**src/rtl/rdseq_pkg.sv**
```systemverilog
package rdseq_pkg;

    localparam int NUM_CH = 16;
    localparam int VAL_W  = 11;
    localparam int ID_W   = 8;
    localparam int CH_W   = $clog2(NUM_CH);
    localparam int WORD_W = 1 + CH_W + VAL_W;
    localparam int BUS_W  = NUM_CH * VAL_W;

    // Read word layout: flag, tag, body
    typedef struct packed {
        logic             hdr;
        logic [CH_W-1:0]  tag;
        logic [VAL_W-1:0] body;
    } word_t;

    // Result of a set-bit search
    typedef struct packed {
        logic            found;
        logic [CH_W-1:0] idx;
    } hit_t;

    typedef enum logic [1:0] {
        SRC_DIRECT,
        SRC_PLAIN,
        SRC_HEADER,
        SRC_TAGGED
    } src_e;

    typedef logic [NUM_CH-1:0][VAL_W-1:0] bank_t;

    // Lowest set bit of m at or above start
    function automatic hit_t first_from(input logic [NUM_CH-1:0] m,
                                        input logic [CH_W:0]     start);
        hit_t h;
        h = '0;
        for (int i = NUM_CH - 1; i >= 0; i--) begin
            if (m[i] && ((CH_W + 1)'(i) >= start)) begin
                h.found = 1'b1;
                h.idx   = CH_W'(i);
            end
        end
        return h;
    endfunction

    // Subtraction clamped at zero
    function automatic logic [VAL_W-1:0] sub_sat(input logic [VAL_W-1:0] a,
                                                 input logic [VAL_W-1:0] b);
        return (a > b) ? (a - b) : '0;
    endfunction

    function automatic word_t make_header(input logic [ID_W-1:0] id,
                                          input logic [CH_W-1:0] cnt_m1);
        word_t w;
        w.hdr  = 1'b1;
        w.tag  = cnt_m1;
        w.body = VAL_W'(id);
        return w;
    endfunction

endpackage

```
**src/rtl/rdseq_capture.sv**
```systemverilog
module rdseq_capture
    import rdseq_pkg::*;
(
    input  logic              clk,
    input  logic              rst,
    input  logic              conv_valid,
    input  logic              clear,
    input  logic              ped_en,
    input  logic [BUS_W-1:0]  raw_bus,
    input  logic [BUS_W-1:0]  ped_bus,
    output bank_t             vals,
    output logic [NUM_CH-1:0] keep_mask,
    output logic [CH_W-1:0]   cnt_m1,
    output logic              has_data
);

    bank_t          next_vals;
    logic [CH_W:0]  pop;

    // One subtractor and one zero test per channel
    for (genvar c = 0; c < NUM_CH; c++) begin : g_ch
        logic [VAL_W-1:0] raw_c;
        logic [VAL_W-1:0] ped_c;
        assign raw_c        = raw_bus[c*VAL_W +: VAL_W];
        assign ped_c        = ped_bus[c*VAL_W +: VAL_W];
        assign next_vals[c] = ped_en ? sub_sat(raw_c, ped_c) : raw_c;
        assign keep_mask[c] = (vals[c] != '0);
    end

    always_comb begin
        pop = '0;
        for (int i = 0; i < NUM_CH; i++) begin
            pop = pop + (CH_W + 1)'(keep_mask[i]);
        end
    end

    assign cnt_m1 = CH_W'(pop - (CH_W + 1)'(1));

    always_ff @(posedge clk) begin
        if (rst) begin
            vals     <= '0;
            has_data <= 1'b0;
        end else if (clear) begin
            has_data <= 1'b0;
        end else if (conv_valid) begin
            vals     <= next_vals;
            has_data <= 1'b1;
        end
    end

endmodule

```
**src/rtl/rdseq_pointer.sv**
```systemverilog
module rdseq_pointer
    import rdseq_pkg::*;
(
    input  logic              clk,
    input  logic              rst,
    input  logic              conv_valid,
    input  logic              clear,
    input  logic              adv,
    input  logic              seq_mode,
    input  logic              comp_en,
    input  logic [NUM_CH-1:0] keep_mask,
    output logic [CH_W-1:0]   ptr,
    output logic              hdr_pend,
    output logic              done
);

    localparam logic [CH_W-1:0] LAST = CH_W'(NUM_CH - 1);

    hit_t first_hit;
    hit_t next_hit;

    assign first_hit = first_from(keep_mask, '0);
    assign next_hit  = first_from(keep_mask, {1'b0, ptr} + (CH_W + 1)'(1));

    always_ff @(posedge clk) begin
        if (rst || clear || conv_valid) begin
            ptr      <= '0;
            hdr_pend <= 1'b1;
            done     <= 1'b0;
        end else if (adv && seq_mode && !done) begin
            if (comp_en) begin
                if (hdr_pend) begin
                    hdr_pend <= 1'b0;
                    ptr      <= first_hit.idx;
                end else if (next_hit.found) begin
                    ptr <= next_hit.idx;
                end else begin
                    done <= 1'b1;
                end
            end else begin
                if (ptr == LAST) begin
                    done <= 1'b1;
                end else begin
                    ptr <= ptr + CH_W'(1);
                end
            end
        end
    end

endmodule

```
**src/rtl/rdseq_format.sv**
```systemverilog
module rdseq_format
    import rdseq_pkg::*;
(
    input  logic              seq_mode,
    input  logic              comp_en,
    input  logic [CH_W-1:0]   subaddr,
    input  logic [ID_W-1:0]   module_id,
    input  logic [CH_W-1:0]   ptr,
    input  logic              hdr_pend,
    input  logic              done,
    input  logic              has_data,
    input  bank_t             vals,
    input  logic [NUM_CH-1:0] keep_mask,
    input  logic [CH_W-1:0]   cnt_m1,
    output word_t             word_n,
    output logic              q_n
);

    src_e src;

    always_comb begin
        if (!seq_mode) begin
            src = SRC_DIRECT;
        end else if (!comp_en) begin
            src = SRC_PLAIN;
        end else if (hdr_pend) begin
            src = SRC_HEADER;
        end else begin
            src = SRC_TAGGED;
        end
    end

    always_comb begin
        word_n = '0;
        q_n    = 1'b0;
        unique case (src)
            SRC_DIRECT: begin
                q_n         = has_data;
                word_n.body = vals[subaddr];
            end
            SRC_PLAIN: begin
                q_n         = has_data && !done;
                word_n.body = vals[ptr];
            end
            SRC_HEADER: begin
                q_n    = has_data && !done && (|keep_mask);
                word_n = make_header(module_id, cnt_m1);
            end
            SRC_TAGGED: begin
                q_n         = has_data && !done && (|keep_mask);
                word_n.tag  = ptr;
                word_n.body = vals[ptr];
            end
            default: begin
                q_n    = 1'b0;
                word_n = '0;
            end
        endcase
    end

endmodule

```
**src/rtl/rdseq_top.sv**
```systemverilog
module rdseq_top
    import rdseq_pkg::*;
(
    input  logic                clk,
    input  logic                rst,
    input  logic                conv_valid,
    input  logic                clear,
    input  logic [BUS_W-1:0]    raw_bus,
    input  logic [BUS_W-1:0]    ped_bus,
    input  logic                ped_en,
    input  logic                comp_en,
    input  logic                seq_mode,
    input  logic [ID_W-1:0]     module_id,
    input  logic                rd_strobe,
    input  logic [CH_W-1:0]     subaddr,
    output logic [WORD_W-1:0]   rd_word,
    output logic                q
);

    bank_t             vals;
    logic [NUM_CH-1:0] keep_mask;
    logic [CH_W-1:0]   cnt_m1;
    logic              has_data;
    logic [CH_W-1:0]   ptr;
    logic              hdr_pend;
    logic              done;
    word_t             word_n;
    logic              q_n;
    logic              strb_d;
    logic              adv;

    // An accepted read ends when its strobe drops
    assign adv = strb_d && !rd_strobe && q;

    rdseq_capture u_cap (
        .clk        (clk),
        .rst        (rst),
        .conv_valid (conv_valid),
        .clear      (clear),
        .ped_en     (ped_en),
        .raw_bus    (raw_bus),
        .ped_bus    (ped_bus),
        .vals       (vals),
        .keep_mask  (keep_mask),
        .cnt_m1     (cnt_m1),
        .has_data   (has_data)
    );

    rdseq_pointer u_ptr (
        .clk        (clk),
        .rst        (rst),
        .conv_valid (conv_valid),
        .clear      (clear),
        .adv        (adv),
        .seq_mode   (seq_mode),
        .comp_en    (comp_en),
        .keep_mask  (keep_mask),
        .ptr        (ptr),
        .hdr_pend   (hdr_pend),
        .done       (done)
    );

    rdseq_format u_fmt (
        .seq_mode   (seq_mode),
        .comp_en    (comp_en),
        .subaddr    (subaddr),
        .module_id  (module_id),
        .ptr        (ptr),
        .hdr_pend   (hdr_pend),
        .done       (done),
        .has_data   (has_data),
        .vals       (vals),
        .keep_mask  (keep_mask),
        .cnt_m1     (cnt_m1),
        .word_n     (word_n),
        .q_n        (q_n)
    );

    always_ff @(posedge clk) begin
        if (rst) begin
            q       <= 1'b0;
            rd_word <= '0;
            strb_d  <= 1'b0;
        end else begin
            strb_d <= rd_strobe;
            if (rd_strobe) begin
                q       <= q_n;
                rd_word <= q_n ? word_n : '0;
            end else begin
                q       <= 1'b0;
                rd_word <= '0;
            end
        end
    end

endmodule

```
**config.mk**
```make
export PLATFORM = sky130hd
export DESIGN_NAME = rdseq_top
export DESIGN_NICKNAME = d
export VERILOG_FILES = /design/src/rtl/rdseq_pkg.sv /design/src/rtl/rdseq_capture.sv /design/src/rtl/rdseq_pointer.sv /design/src/rtl/rdseq_format.sv /design/src/rtl/rdseq_top.sv
export SDC_FILE = /design/constraint.sdc
export NUM_CORES = 1
export LEC_CHECK = 0
export BUFFER_PORTS_ARGS = -buffer_cell sky130_fd_sc_hd__buf_2
export CAP_MARGIN = 20
export CORE_MARGIN = 2
export CORE_UTILIZATION = 58
export DETAILED_ROUTE_END_ITERATION = 10
export HOLD_SLACK_MARGIN = 0.05
export PLACE_DENSITY = 0.8
export SYNTH_ARGS = -nofsm -noshare
export SYNTH_HDL_FRONTEND = slang
export SYNTH_SLANG_ARGS = --single-unit
```
**constraint.sdc**
```tcl
create_clock -name clk -period 4.3 [get_ports clk]
set_input_delay 0.86 -clock clk [delete_from_list [all_inputs] [get_ports clk]]
set_output_delay 0.86 -clock clk [all_outputs]
set_load 0.01 [all_outputs]
```
==> results of run 1 <==
-- power groups by stage --
stage                     clock [W]  sequential [W]  combinational [W]
after floorplan                   0         0.00209            0.00192
after global placement            0         0.00213            0.00263
after CTS                   0.00226         0.00210            0.00270
final                       0.00225         0.00211            0.00275
after detailed placement          0         0.00214            0.00268
after global routing        0.00233         0.00212            0.00302
-- worst max-delay path, cell delays in order (launching register included) --
cell and delay, ns:
dfxtp_1 0.33, nor4_1 0.41, nand3_1 0.26, ha_1 0.34
inv_1 0.04, ha_1 0.28, fa_1 0.40, fa_1 0.51
inv_1 0.05, fa_1 0.49, ha_1 0.31, a21o_1 0.16
a21oi_1 0.17, xnor2_1 0.09, a211oi_1 0.26
-- metal layers --
metal	GRT usage	vias up	share of wire
li1	-	10000	-
met5	0	-	0.00016
met4	0.142	2	0.046
met2	0.602	1137	0.45
met3	0.0591	216	0.093
met1	0.498	10300	0.41
-- final timing paths --
check,startpoint,to,slack [ns],cells past startpoint
worst max-delay path,u_cap.vals[3],rd_word[14],0.09,14
worst min-delay path,u_ptr.done,u_ptr.done,0.51,2
worst max register to register,u_cap.vals[3],rd_word[14],0.09,14
worst min register to register,u_ptr.done,u_ptr.done,0.51,2
-- cell families after synthesis --
logic type / synth area share
AND/OR/NAND/NOR: 0.199
AO/OA/AOI/OAI: 0.216
buffers and inverters: 0.0765
adder cells (fa/ha/maj): 0.140
flip-flops: 0.196
XOR/XNOR: 0.0511
multiplexers: 0.122
-- flip-flops by register name, summed over array words and instances (netlist names) --
name,flops
u_ptr.done,1
rd_word,16
u_cap.vals,176
u_cap.has_data,1
q,1
u_ptr.hdr_pend,1
u_ptr.ptr,4
strb_d,1
-- Yosys cell counts, drive strengths merged, types with 55 or more instances --
| cell | number |
|---|---|
| ha | 188 |
| nor3 | 173 |
| nand2 | 129 |
| a21o | 67 |
| o21ai | 93 |
| mux4 | 110 |
| clkbuf | 94 |
| xnor2 | 65 |
| xor2 | 55 |
| inv | 279 |
| nor2 | 294 |
| a221oi | 138 |
| a21oi | 119 |
| dfxtp | 201 |
-- layout make-up --
cell class	instances	area, um2
Sequential cell	201	4030
Fill cell	2952	10800
Clock buffer	29	638
Tap cell	455	569
Inverter	279	1050
Multi-Input combinational cell	1915	15000
Clock inverter	13	228
Antenna cell	3	7.51
Timing Repair Buffer	431	2360
-- through the flow --
step	worst slack, ns	hold WS (ns)	setup TNS [ns]
global placement	0.142	0.489	0
finish	0.0863	0.513	0
global route	-0.00580	0.537	-0.00818
detailed placement	0.0696	0.490	0
CTS	0.0248	0.508	0
floorplan	0.408	0.460	0
==> flow_metrics.env, run 1 <==
export IMPL_status="completed"
export IMPL_antenna_found_initial=3
export IMPL_synthToLayoutAreaGrowth_pct=16.3
export IMPL_swShare=0.351
export IMPL_cts_tree="yes"
export IMPL_die_w_um=192
export IMPL_setup_violations=0
export IMPL_synth_cell_types=72
export IMPL_final_area_um2=23900
export IMPL_tightest_slew_ns=1.06
export IMPL_ioPinCount=389
export IMPL_post_dp_hpwl_um=55800
export IMPL_cp_data_arrival_time_ns=4.63
export IMPL_synthCells=2519
export IMPL_hold_buffers=0
export IMPL_postSynthAreaPerCell_um2=8.17
export IMPL_path_class="flip-flop to flip-flop"
export IMPL_ir_worst_vdd_v=0.000309
export IMPL_synth_area_leaders="dfxtp_1 20%, mux4_2 12%, ha_1 11%"
export IMPL_finalCritPeriodShare=0.980
export IMPL_p_leak_nw=11.0
export IMPL_nNetsFinal=3437
export IMPL_synth_nets=3105
export IMPL_yosysSeqAreaShare=0.196
export IMPL_final_cell_count_no_fill=3326
export IMPL_synth_edff_count=0
export IMPL_cts_resized=0
export IMPL_grt_pass1_vias=20500
export IMPL_post_cts_setup_buffers=0
export IMPL_report_final_slew_viol_count=0
export IMPL_fmax_mhz=237
export IMPL_io_buffers=388
export IMPL_power_w=0.00711
export IMPL_fin_crit_ns=4.21
export IMPL_place_area_um2=23000
export IMPL_antenna_left=0
export IMPL_p_per_area_nw_per_um2=297
export IMPL_clk_insertion_delay_late_ns=0.53
export IMPL_end_kind="flip-flop"
export IMPL_drt_first_iter_violations=2308
export IMPL_avgRoutedWirePerCell_um=21.2
export IMPL_placedCellCount=3281
export IMPL_worst_hold_path_type="flip-flop to flip-flop"
export IMPL_die_area_um2=37000
export IMPL_cts_buffer_depth=3
export IMPL_cts_sinks=201
export IMPL_async_reset_ff_frac=0
export IMPL_synthFlopType="dfxtp_1"
export IMPL_viasPerCell=6.50
export IMPL_cts_buffers=23
export IMPL_core_area_um2=34700
export IMPL_internal_power_w=0.00461
export IMPL_clk_pin_slew_ns=0.07
export IMPL_mostFrequentLayoutCell="buf_2"
export IMPL_fp_dieH_um=192
export IMPL_cap_violations=0
export IMPL_yosysTopAreaCellShare=0.196
export IMPL_globalRouteTotalUtil=0.371
export IMPL_grt_pass1_wl_um=109000
export IMPL_root_buffer="clkbuf_16"
export IMPL_ctsHtreeMaxLevel=1
export IMPL_synth_top_area_cell="dfxtp_1"
export IMPL_p_clk_frac=0.317
export IMPL_start_util=0.593
export IMPL_finalWeightedCongestion=1.07
export IMPL_first_pass_iters=6
export IMPL_ys_ff_latch=201
export IMPL_hold_viol=0
export IMPL_rows=68
export IMPL_fin_util=0.689
export IMPL_vias=21600
export IMPL_p_switching_w=0.00250
export IMPL_netlist_area_um2=20600
export IMPL_final_cell_mix="387 x buf_2, 294 x nor2_1, 276 x inv_1, 199 x dfxtp_1, 188 x ha_1"
export IMPL_p_seq_frac=0.297
export IMPL_finClkSkew_ns=0.0173
export IMPL_required_ns=4.72
export IMPL_drc_errors=0
export IMPL_yosysWarnings=0
export IMPL_path_max_fanout=4
export IMPL_overflow=0
export IMPL_comb_power_share=0.387
export IMPL_max_slew_margin_rel=0.296
export IMPL_drt_wl_total_um=70600
export IMPL_grt_max_degree=101
export IMPL_drive_gt1_frac=0.219
export IMPL_start_kind="flip-flop"
Note: power is estimated with default switching activity, not from simulation.
==> run 2, diff against run 1 <==
Settings changed: CORE_UTILIZATION 58 to 62, PLACE_DENSITY 0.8 to 0.85.
Clock period 4.3 ns to 5.42 ns, I/O delays scaled along.
==> run 2 against run 1 <==
  * Non-clock buffer count is 22 lower
  * Highest routed layer is now met4
  * Sequential cell count did not move
  * Cell count is 1.2% lower
  * Global-route usage is 1.6 points higher
  * Clock skew down 0.0056 ns
  * Via count decreased by 0.63%
  * Combinational power shrank 23%
  * Hold slack gained 0.014 ns
  * Sequential power fell by 20%
  * Critical path depth fell by 2
  * Total power down 23%
==> flow_metrics.env, run 2 (synthesis gave the netlist of run 1 again) <==
export IMPL_cts_tree="yes"
export IMPL_synthToLayoutAreaGrowth_pct=14.7
export IMPL_io_buffers=388
export IMPL_rsz0062_at_grt="false"
export IMPL_nNetsFinal=3415
export IMPL_grt_max_degree=107
export IMPL_antenna_found_initial=2
export IMPL_overflow=0
export IMPL_ir_worst_vdd_v=0.000188
export IMPL_core_area_um2=32600
export IMPL_die_area_um2=34600
export IMPL_reg_top3="u_cap.vals: 176 flops, rd_word: 16 flops, u_ptr.ptr: 4 flops"
export IMPL_register_area_um2=4030
export IMPL_drive_gt1_frac=0.210
export IMPL_setup_violations=0
export IMPL_p_switching_w=0.00194
export IMPL_hold_buffers=0
export IMPL_avgRoutedWirePerCell_um=20.9
export IMPL_antenna_left=0
export IMPL_fin_util=0.723
export IMPL_vias=21500
export IMPL_comb_power_share=0.390
export IMPL_fmax_mhz=233
export IMPL_rows=66
export IMPL_cts_buffer_depth=3
export IMPL_start_util=0.631
export IMPL_fillCellCount=2610
export IMPL_mostFrequentLayoutCell="buf_2"
export IMPL_cts_resized=0
export IMPL_report_final_slew_viol_count=0
export IMPL_end_kind="flip-flop"
export IMPL_required_ns=5.85
export IMPL_cts_buffers=23
export IMPL_cp_top_family="adder cells"
export IMPL_ioPinCount=389
export IMPL_setup_slack_ns=1.13
export IMPL_crit_path_frequent_cell="fa_1"
export IMPL_cts_sinks=201
export IMPL_dp_slack_ns=1.19
export IMPL_status="completed"
export IMPL_p_per_area_nw_per_um2=232
export IMPL_holdWs_ns=0.527
export IMPL_start_kind="flip-flop"
export IMPL_path_cells="nor4_1, nand3_1, fa_1, inv_1, fa_1, fa_1, inv_1, fa_1, ha_1, fa_1, xnor2_1, a211oi_1"
export IMPL_worst_hold_path_type="flip-flop to flip-flop"
export IMPL_cp_data_arrival_time_ns=4.72
export IMPL_drt_first_iter_violations=2096
export IMPL_cap_violations=0
export IMPL_fp_dieH_um=186
export IMPL_finalWeightedCongestion=1.06
export IMPL_finClkSkew_ns=0.0117
export IMPL_die_w_um=186
export IMPL_clk_pin_slew_ns=0.06
export IMPL_swShare=0.354
export IMPL_viasPerCell=6.54
export IMPL_finalCritPeriodShare=0.792
export IMPL_globalRouteTotalUtil=0.387
export IMPL_slowest_stage="fa_1"
export IMPL_path_class="flip-flop to flip-flop"
export IMPL_max_slew_margin_rel=0.409
export IMPL_fin_tns_setup_ns=0
export IMPL_clk_insertion_delay_late_ns=0.52
export IMPL_grt_pass1_wl_um=107000
export IMPL_final_cell_mix="387 x buf_2, 294 x nor2_1, 276 x inv_1, 199 x dfxtp_1, 188 x ha_1"
export IMPL_root_buffer="clkbuf_16"
export IMPL_path_buf_inv=2
export IMPL_first_pass_iters=5
export IMPL_internal_power_w=0.00354
export IMPL_tightest_slew_ns=0.886
export IMPL_slowest_delay_ns=0.63
export IMPL_path_max_fanout=4
export IMPL_p_clk_frac=0.304
export IMPL_drc_errors=0
export IMPL_post_cts_setup_buffers=0
export IMPL_fin_crit_ns=4.29
export IMPL_p_leak_nw=10.9
export IMPL_ctsHtreeMaxLevel=1
export IMPL_hold_viol=0
export IMPL_multi_input_area_um2=15000
export IMPL_post_dp_hpwl_um=54000
export IMPL_grt_pass1_vias=20400
export IMPL_p_seq_frac=0.306
export IMPL_largest_register_ffs=176
export IMPL_top_register="u_cap.vals"
export IMPL_drt_wl_total_um=68600
-- run 2: through the flow --
stage,instance area [um2],instances,total power (W)
2_1_floorplan,20600,2519,0.00318
3_3_place_gp,22800,3245,0.00374
3_5_place_dp,22800,3245,0.00379
4_1_cts,23600,3285,0.00544
5_1_grt,23600,3286,0.00578
6_report,23600,3287,0.00548
-- run 2: routing by layer --
| layer | wire length, um | track usage |
|---|---|---|
| met4 | 2760 | 0.140 |
| met1 | 27800 | 0.519 |
| met3 | 6420 | 0.0584 |
| met2 | 31700 | 0.636 |
| met5 | 0 | 0 |
-- run 2: final cells by class --
type	count	share of cell area
inverter	279	0.0445
sequential	201	0.171
multi-input combinational	1915	0.635
timing repair buffer	409	0.0914
clock buffer	28	0.0269
tap	442	0.0235
antenna	1	0.000106
clock inverter	12	0.00732
-- run 2: final timing paths --
path	start	end	slack [ns]	cells past startpoint
worst max-delay path	u_cap.vals[102]	rd_word[13]	1.13	12
worst min-delay path	u_cap.vals[18]	u_cap.vals[18]	0.53	2
worst max register to register	u_cap.vals[102]	rd_word[13]	1.13	12
worst min register to register	u_cap.vals[18]	u_cap.vals[18]	0.53	2
-- run 2: power by group through the flow --
stage / registers [W] / logic [W] / clock network (W)
floorplan: 0.00166 / 0.00152 / 0
CTS: 0.00167 / 0.00210 / 0.00166
global placement: 0.00169 / 0.00205 / 0
global route: 0.00168 / 0.00237 / 0.00173
finish: 0.00168 / 0.00213 / 0.00166
detailed placement: 0.00170 / 0.00209 / 0
-- run 2: worst min-delay path, cell delays in order, from the launching register on --
cell	delay [ns]
dfxtp_1	0.33
nor2_1	0.10
nor3_1	0.05
